### src/rtl/gap_pkg.sv
package gap_pkg;

   // Terminal count for a gap given in microseconds at a clock given in kHz.
   function automatic int unsigned gap_cycles(input int unsigned gap_us,
                                              input int unsigned clk_khz);
      return (gap_us * clk_khz) / 1000;
   endfunction

   // Counter width able to hold the value n.
   function automatic int unsigned width_for(input int unsigned n);
      int unsigned w;
      w = 1;
      while ((n >> w) != 0) w++;
      return w;
   endfunction

   typedef struct packed {
      logic long_gap;
      logic half_clk;
   } gap_sel_t;

endpackage

### src/rtl/gap_limit_sel.sv
module gap_limit_sel
   import gap_pkg::*;
#(
   parameter int unsigned SHORT_US    = 17,
   parameter int unsigned LONG_US     = 131,
   parameter int unsigned FAST_KHZ    = 24000,
   parameter int unsigned SLOW_DIV    = 2,
   parameter int unsigned LIMIT_STYLE = 0,
   parameter int unsigned CNT_W       = 12
)(
   input  logic             clk,
   input  logic             rst_n,
   input  logic             clr,
   input  logic             load,
   input  logic             long_sel,
   input  logic             half_sel,
   output logic [CNT_W-1:0] limit
);

   localparam int unsigned SLOW_KHZ  = FAST_KHZ / SLOW_DIV;
   localparam int unsigned LIM_SF    = gap_cycles(SHORT_US, FAST_KHZ);
   localparam int unsigned LIM_LF    = gap_cycles(LONG_US,  FAST_KHZ);
   localparam int unsigned LIM_SS    = gap_cycles(SHORT_US, SLOW_KHZ);
   localparam int unsigned LIM_LS    = gap_cycles(LONG_US,  SLOW_KHZ);
   localparam int unsigned DIV_SHIFT = width_for(SLOW_DIV) - 1;

   if (SHORT_US == 0 || SHORT_US >= LONG_US) begin : g_bad_gap
      $error("gap_limit_sel: SHORT_US must be nonzero and below LONG_US");
   end
   if (SLOW_DIV < 1) begin : g_bad_div
      $error("gap_limit_sel: SLOW_DIV must be at least 1");
   end
   if (LIM_SS < 2) begin : g_bad_small
      $error("gap_limit_sel: slow short limit must be at least 2");
   end
   if (width_for(LIM_LF) > CNT_W) begin : g_bad_width
      $error("gap_limit_sel: CNT_W too narrow for the long gap");
   end
   if (LIMIT_STYLE == 1 && (SLOW_DIV & (SLOW_DIV - 1)) != 0) begin : g_bad_shift
      $error("gap_limit_sel: shift style needs a power-of-two SLOW_DIV");
   end

   gap_sel_t sel_q;

   always_ff @(posedge clk or negedge rst_n) begin
      if (!rst_n) begin
         sel_q <= '0;
      end else if (clr) begin
         sel_q <= '0;
      end else if (load) begin
         sel_q.long_gap <= long_sel;
         sel_q.half_clk <= half_sel;
      end
   end

   if (LIMIT_STYLE == 0) begin : g_table
      // Four precomputed constants, one selected by the captured bits.
      always_comb begin
         unique case ({sel_q.long_gap, sel_q.half_clk})
            2'b00:   limit = CNT_W'(LIM_SF);
            2'b01:   limit = CNT_W'(LIM_SS);
            2'b10:   limit = CNT_W'(LIM_LF);
            default: limit = CNT_W'(LIM_LS);
         endcase
      end
   end else begin : g_shift
      // Pick the fast-clock value, then shift right for the slow clock.
      logic [CNT_W-1:0] fast_lim;
      always_comb begin
         fast_lim = sel_q.long_gap ? CNT_W'(LIM_LF) : CNT_W'(LIM_SF);
         limit    = sel_q.half_clk ? (fast_lim >> DIV_SHIFT) : fast_lim;
      end
   end

   AST_SEL_HELD: assert property (@(posedge clk) disable iff (!rst_n)
      (!load && !clr) |=> $stable(sel_q)) else $error("AST_SEL_HELD");

endmodule

### src/rtl/gap_counter.sv
module gap_counter #(
   parameter int unsigned CNT_W = 12
)(
   input  logic             clk,
   input  logic             rst_n,
   input  logic             clr,
   input  logic             arm,
   input  logic             sync,
   input  logic [CNT_W-1:0] limit,
   output logic             armed,
   output logic [CNT_W-1:0] cnt,
   output logic             expire
);

   logic [CNT_W-1:0] cnt_inc;
   logic             last_cyc;

   always_comb begin
      cnt_inc  = cnt + CNT_W'(1);
      last_cyc = (cnt_inc == limit);
      expire   = armed && !clr && !arm && !sync && last_cyc;
   end

   always_ff @(posedge clk or negedge rst_n) begin
      if (!rst_n) begin
         armed <= 1'b0;
         cnt   <= '0;
      end else if (clr) begin
         armed <= 1'b0;
         cnt   <= '0;
      end else if (arm) begin
         armed <= 1'b1;
         cnt   <= '0;
      end else if (armed) begin
         if (sync) begin
            armed <= 1'b0;
         end else begin
            cnt <= cnt_inc;
            if (last_cyc) armed <= 1'b0;
         end
      end
   end

   AST_CNT_BOUND: assert property (@(posedge clk) disable iff (!rst_n)
      armed |-> (cnt < limit)) else $error("AST_CNT_BOUND");
   AST_SYNC_DISARM: assert property (@(posedge clk) disable iff (!rst_n)
      (armed && sync && !arm && !clr) |=> (!armed && $stable(cnt))) else $error("AST_SYNC_DISARM");
   AST_IDLE_SYNC: assert property (@(posedge clk) disable iff (!rst_n)
      (!armed && !arm && !clr) |=> (!armed && $stable(cnt))) else $error("AST_IDLE_SYNC");
   AST_REARM_ZERO: assert property (@(posedge clk) disable iff (!rst_n)
      (arm && !clr) |=> (armed && cnt == '0)) else $error("AST_REARM_ZERO");

endmodule

### src/rtl/gap_err_flag.sv
module gap_err_flag (
   input  logic clk,
   input  logic rst_n,
   input  logic clr,
   input  logic expire,
   output logic pulse,
   output logic err
);

   always_ff @(posedge clk or negedge rst_n) begin
      if (!rst_n) begin
         pulse <= 1'b0;
         err   <= 1'b0;
      end else begin
         pulse <= expire && !clr;
         if (clr)         err <= 1'b0;
         else if (expire) err <= 1'b1;
      end
   end

   AST_PULSE_SINGLE: assert property (@(posedge clk) disable iff (!rst_n)
      pulse |=> !pulse) else $error("AST_PULSE_SINGLE");
   AST_ERR_STICKY: assert property (@(posedge clk) disable iff (!rst_n)
      (err && !clr) |=> err) else $error("AST_ERR_STICKY");
   AST_PULSE_SETS_ERR: assert property (@(posedge clk) disable iff (!rst_n)
      pulse |-> err) else $error("AST_PULSE_SETS_ERR");

endmodule

### src/rtl/rsp_gap_timer.sv
module rsp_gap_timer
   import gap_pkg::*;
#(
   parameter int unsigned SHORT_US    = 17,
   parameter int unsigned LONG_US     = 131,
   parameter int unsigned FAST_KHZ    = 24000,
   parameter int unsigned SLOW_DIV    = 2,
   parameter int unsigned LIMIT_STYLE = 0,
   parameter int unsigned CNT_W       = width_for(gap_cycles(LONG_US, FAST_KHZ))
)(
   input  logic             clk,
   input  logic             rst_n,
   input  logic             mst_reset,
   input  logic             msg_start,
   input  logic             tx_end,
   input  logic             rx_sync_ok,
   input  logic             gap_long_sel,
   input  logic             clk_half_sel,
   output logic             armed,
   output logic             no_rsp_pulse,
   output logic             no_rsp_err,
   output logic [CNT_W-1:0] gap_count
);

   logic             clr;
   logic             expire;
   logic [CNT_W-1:0] limit;

   assign clr = mst_reset || msg_start;

   gap_limit_sel #(
      .SHORT_US(SHORT_US), .LONG_US(LONG_US), .FAST_KHZ(FAST_KHZ),
      .SLOW_DIV(SLOW_DIV), .LIMIT_STYLE(LIMIT_STYLE), .CNT_W(CNT_W)
   ) u_limit (
      .clk(clk), .rst_n(rst_n), .clr(clr), .load(tx_end),
      .long_sel(gap_long_sel), .half_sel(clk_half_sel), .limit(limit)
   );

   gap_counter #(.CNT_W(CNT_W)) u_cnt (
      .clk(clk), .rst_n(rst_n), .clr(clr), .arm(tx_end), .sync(rx_sync_ok),
      .limit(limit), .armed(armed), .cnt(gap_count), .expire(expire)
   );

   gap_err_flag u_err (
      .clk(clk), .rst_n(rst_n), .clr(clr), .expire(expire),
      .pulse(no_rsp_pulse), .err(no_rsp_err)
   );

   AST_CLEAR_ALL: assert property (@(posedge clk) disable iff (!rst_n)
      mst_reset |=> (!armed && !no_rsp_err && gap_count == '0)) else $error("AST_CLEAR_ALL");
   AST_START_CLEARS: assert property (@(posedge clk) disable iff (!rst_n)
      msg_start |=> (!armed && !no_rsp_err && !no_rsp_pulse)) else $error("AST_START_CLEARS");
   AST_PULSE_AT_LIMIT: assert property (@(posedge clk) disable iff (!rst_n)
      $rose(no_rsp_pulse) |-> (!armed && gap_count == limit)) else $error("AST_PULSE_AT_LIMIT");

endmodule

### config.mk
export PLATFORM = sky130hd
export DESIGN_NAME = rsp_gap_timer
export DESIGN_NICKNAME = d
export VERILOG_FILES = /design/src/rtl/gap_pkg.sv /design/src/rtl/gap_limit_sel.sv /design/src/rtl/gap_counter.sv /design/src/rtl/gap_err_flag.sv /design/src/rtl/rsp_gap_timer.sv
export SDC_FILE = /design/constraint.sdc
export NUM_CORES = 1
export LEC_CHECK = 0
export BUFFER_PORTS_ARGS = -buffer_cell sky130_fd_sc_hd__buf_2
export CAP_MARGIN = 20
export CORE_MARGIN = 2
export CORE_UTILIZATION = 54
export DETAILED_ROUTE_END_ITERATION = 7
export PLACE_DENSITY = 0.82
export REMOVE_ABC_BUFFERS = 1
export SYNTH_ARGS = -nofsm -noshare
export SYNTH_HDL_FRONTEND = slang
export SYNTH_SLANG_ARGS = --single-unit
### constraint.sdc
create_clock -name clk -period 2.85 [get_ports clk]
set_input_delay 0.1425 -clock clk [delete_from_list [all_inputs] [get_ports clk]]
set_output_delay 0.1425 -clock clk [all_outputs]
set_load 0.01 [all_outputs]
# Word level (Yosys, flattened, before mapping)
# Index checks and enable logic that the tools add are counted.
word_totals:
  regBits: 17
  input_bits: 8
  out_inout_bits: 15
  elab_cells: 39
op_classes:
  addsub: 1
  eq_ne: 4
  n_mux: 14
  reduce_logical: 14
ops:
  columns: ["op", "count"]
  rows:
  - ["two-way mux 12 bit", 4]
  - ["one-hot mux 12 bit (3 select lines)", 1]
  - ["adder 12 x 1 -> 12 bit (second input constant)", 1]
  - ["== test 12 bit", 1]
  - ["two-way mux 1 bit", 7]
  - ["logical AND 1 bit", 5]
  - ["two-way mux 2 bit", 2]
  - ["nonzero test 2 bit", 2]
  - ["logical NOT 1 bit", 3]
  - ["inequality test 3 x 2 -> 1 bit (second input constant)", 1]
  - ["nonzero test 3 bit", 1]
  - ["== test 2 x 1 -> 1 bit (second input constant)", 1]
  - ["== test 2 bit (second input constant)", 1]
  - ["logical NOT 2 bit", 1]
  - ["AND reduction 2 bit", 1]
  - ["logical OR 1 bit", 1]

# Depth between registers and ports, before layout
depth:
  ltp_word: 8
  mapped_depth: 8
  mapped_depth_nobuf: 8

# By module
# From an unflattened synthesis, not the netlist that was laid out.
hier_totals:
  hier_cells: 168
  hier_area_um2: 1463.9
by_module_without_submodules:
  columns: ["module", "n_inst", "cells_per_inst", "area_per_inst_um2", "seq_area_each_um2"]
  rows:
  - ["gap_counter", 1, 140, 1186.1, 325.3]
  - ["gap_limit_sel", 1, 23, 205.2, 50.0]
  - ["gap_err_flag", 1, 4, 66.3, 50.0]
  - ["rsp_gap_timer", 1, 1, 6.3, 0.0]

# Worst setup path after synthesis
# OpenSTA, ideal clock, no wires.
synth_path:
  kind: "register to register"
  startpoint: "reg u_limit.sel_q[0] (netlist name)"
  endpoint: "reg u_err.err"
  setup_ps: 92
  arrival_ps: 2159
  t_required_ps: 2758
  setup_slack_ps: 599
  stages_incl_launch_ff: 9
  n_path_buf: 1
  synth_period_minus_slack_ps: 2251
  path_cell_list: "dfrtp_1 ha_1 buf_2 xor2_1 xnor2_1 nand4_1 or4_4 or3_4 o31ai_2"
synth_between:
  elab_chain_cells: 5
  word_cells_on_any_way: 7
  classes_between: "eq/ne (3); mux (1); reduce/logical (3)"
synth_rtl:
  columns: ["element", "line_no", "source"]
  rows:
  - ["start, declared", "gap_limit_sel.sv:43", "gap_sel_t sel_q;"]
  - ["== test 2 bit (tied with other cells)", "gap_limit_sel.sv:59", "unique case ({sel_q.long_gap, sel_q.half_clk})"]
  - ["one-hot mux 12 bit (3 select lines) (*)", "gap_limit_sel.sv:59", null]
  - ["== test 12 bit (*)", "gap_counter.sv:20", "last_cyc = (cnt_inc == limit);"]
  - ["logical AND 1 bit (*)", "gap_counter.sv:21", "expire = armed && !clr && !arm && !sync && last_cyc;"]
  - ["nonzero test 2 bit (no line) (*)", null, null]
  - ["end signal, assigned", "gap_err_flag.sv:13", "err <= 1'b0;"]
  - ["end signal, assigned", "gap_err_flag.sv:16", "if (clr) err <= 1'b0;"]
  - ["end signal, assigned", "gap_err_flag.sv:17", "else if (expire) err <= 1'b1;"]
  - ["end, declared", "gap_err_flag.sv:7", "output logic err"]
# Every way passes the cells marked *; elsewhere a longest branch is shown, timed or not.
# A chain may end at the register's enable or synchronous reset.

# Worst setup path after layout
# Same ends and word-level chain as after synthesis.

==> results.py <==
metrics = {
    "min_path": {
        "hold_class": "in2reg",
        "hold_path_depth": 2,
        "min_from": "mst_reset",
    },
    "synth": {
        "yosys.cell_types.count": 33,
        "synth_edf_count": 0,
        "synth_top_area_cell": "dfrtp_1",
        "yosys_register_bits": 17,
        "synth_area_um2": 1150,
        "syn-instance-count": 129,
        "synth_top_area_share_pct": 37.1,
        "synthTopCellsByCount": "nor2_1 (21), dfrtp_1 (17), xnor2_1 (17), nand2_1 (10), xor2_1 (8)",
        "ys_seq_area_share_pct": 37.1,
        "async_flop_share_pct": 100,
        "netlist_top_cells_area": "dfrtp_1 (37%), xnor2_1 (13%), nor2_1 (6.9%)",
        "yosysMostFrequentCell": "nor2_1",
        "yosysWarnings": 0,
        "synthFlopType": "dfrtp_1",
        "syn_avg_cell_area_um2": 8.89,
    },
    "sta": {
        "timing.final.crit_share_pct": 83.9,
        "drv_slew": 0,
        "rsz0062_at_grt": "no",
        "setup_ws_ps": 460,
        "timing.hold.ws_ps": 33.7,
        "final-hold-violation-count": 0,
        "fin_skew_ps": 5.69,
        "setup_viol": 0,
        "clock.fmax_mhz": 418,
        "setup_tns_ps": 0,
        "tightest_slew_ps": 453,
        "relSlewSlack_pct": 69.7,
        "final.min_clock_period_ps": 2390,
    },
    "clock_network": {
        "cts_buffers": 3,
        "cts_sinks": 17,
        "clock_latency_ps": 290,
        "cts_htree_levels": 1,
        "clockBufferDepth": 2,
        "cts_setup_buffers": 0,
        "cts_hold_buf": 1,
        "cts_tree": "done",
        "ctsResizeCount": 0,
        "clkTransAtPathRegs_ps": 90,
        "cts_root_buf": "clkbuf_4",
    },
    "setup_path": {
        "critPathLaunch": "u_limit.sel_q[0]$_DFFE_PN0P_",
        "rrSetupSlack_ps": 460,
        "setup.worst_path.end": "u_err.err$_DFFE_PN0P_",
        "reg2reg_from": "u_limit.sel_q[0]$_DFFE_PN0P_",
        "rr_worst_depth": 7,
        "cp-start-kind": "flop",
        "cp_max_fo": 9,
        "worst_ep_arrival_time_ps": 2590,
        "worstSetupPathType": "reg2reg",
        "end_kind": "flop",
        "cp.required_ps": 3050,
        "r2r-end": "u_err.err$_DFFE_PN0P_",
    },
    "cells_and_area": {
        "syn2layout_area_growth_pct": 12.2,
        "n_fill_cell": 172,
        "n_antenna_cell": 0,
        "post-route-util_pct": 65.0,
        "multi_input_area_um2": 667,
        "drive_gt1_share_pct": 20.9,
        "fin_cells": 175,
        "nNetsFinal": 162,
        "regArea_um2": 425,
    },
    "grt": {
        "grt_util_all_layers_pct": 19.9,
        "met1_usage_pct": 25.8,
        "grt_antenna_before_repair": 0,
        "top_usage_layer": "met2",
        "grt_first_pass_wirelength_um": 3790,
        "grt_max_degree": 18,
        "grt_pass1_vias": 896,
        "globalRouteMet2Util_pct": 31.4,
        "overflow": 0,
        "grt_use_met3_pct": 3.64,
    },
    "drt": {
        "ant_nets": 0,
        "drt_iter0_drc": 22,
        "vias": 962,
        "wl_um": 2330,
        "post_drt_wl_per_cell_um": 13.3,
        "first_pass_iters": 4,
        "vias_per_cell": 5.50,
        "drc_errors": 0,
    },
    "floorplan": {
        "die-height_um": 50.1,
        "die_w_um": 50.1,
        "die_area_um2": 2510,
        "rows": 16,
        "start_util_pct": 57.9,
        "top_level_ports": 23,
        "core_area_um2": 1980,
    },
    "power_and_ir_drop": {
        "netSwitchingFraction_pct": 23.8,
        "power.switching_mw": 0.0978,
        "seqPwrFrac_pct": 59.4,
        "pwr-share-comb_pct": 9.5,
        "peakVddDrop_mv": 0.257,
        "internal-power_mw": 0.313,
        "p_leak_nw": 0.560,
        "power.share.clock_pct": 31.1,
        "power_density_nw_per_um2": 319,
    },
    "run": {
        "drv_cap": 0,
    },
    "outcome": {
        "status": "finished, final reports clean",
    },
    "placed_design": {
        "post-place-ws_ps": 478,
        "dp_cells": 170,
        "io_buffers": 22,
        "dp_hpwl_um": 1770,
        "place_congestion": 0.790,
    },
}
## power groups by stage
stage               registers (mW)  logic [mW]  clock network [mW]
detailed placement           0.249      0.0385                   0
global placement             0.249      0.0372                   0
finish                       0.244      0.0392               0.128
global route                 0.244      0.0440               0.142
floorplan                    0.249      0.0220                   0
CTS                          0.244      0.0399               0.131
## sequential cells by signal (all words and copies together) (netlist names)
register / flops
u_cnt.cnt: 12
u_err.err: 1
u_err.pulse: 1
u_limit.sel_q: 2
u_cnt.armed: 1
## kinds of logic after synthesis
| logic type | after synthesis | synth area share (%) |
|---|---|---|
| buffers and inverters | 12 | 4.80 |
| xor gates and xnor gates | 25 | 19.1 |
| AOI/OAI and AO/OA | 12 | 7.09 |
| DFF | 17 | 37.1 |
| adders and majority gates | 5 | 5.45 |
| and+or+nand+nor | 56 | 24.8 |
| muxes | 2 | 1.74 |
## metal layers
layer | vias to the layer above | share of wire [%]
met5 | - | 0
met1 | 449 | 45
met2 | 38 | 47
met4 | 0 | 2.3
met3 | 9 | 5.9
li1 | 466 | -
## placed cells by master, fill, tap and decap left out, types with 2 or more instances in the layout
cell      count
nand2_1      10
dfrtp_1      17
clkbuf_4      3
inv_1         4
xor2_1        8
nand3_1       5
xnor2_1      17
nor3_1        6
nor2_1       21
ha_1          5
buf_2        22
a21oi_1       3
o21ai_0       3
nand4_1       3
mux2i_1       2
## metrics by stage
step / instance area [µm²] / power [mW]
2_1_floorplan: 1110 / 0.271
3_3_place_gp: 1250 / 0.286
3_5_place_dp: 1250 / 0.287
4_1_cts: 1290 / 0.415
5_1_grt: 1290 / 0.430
6_report: 1290 / 0.411
## worst min path at each step
stage	to
global route	u_limit.sel_q[0]$_DFFE_PN0P_
global placement	u_cnt.cnt[0]$_DFFE_PN0P_
detailed placement	u_cnt.cnt[0]$_DFFE_PN0P_
CTS	u_limit.sel_q[1]$_DFFE_PN0P_
finish	u_limit.sel_q[1]$_DFFE_PN0P_
floorplan	u_cnt.armed$_DFF_PN0_
## critical path: stages, from the launching register on
cell and delay, ps:
dfrtp_1 410, ha_1 370, xor2_1 200, xnor2_1 140, nand4_1 100, or4_4 520
or3_4 340, o31ai_2 200
## cell type report
cell class / count / share of cell area, %
Clock buffer: 4 / 2.04
Inverter: 4 / 1.17
Timing Repair Buffer: 23 / 9.33
Sequential cell: 17 / 33.0
Multi-Input combinational cell: 100 / 51.8
Tap cell: 27 / 2.62
Note: power is estimated with default switching activity, not from simulation.
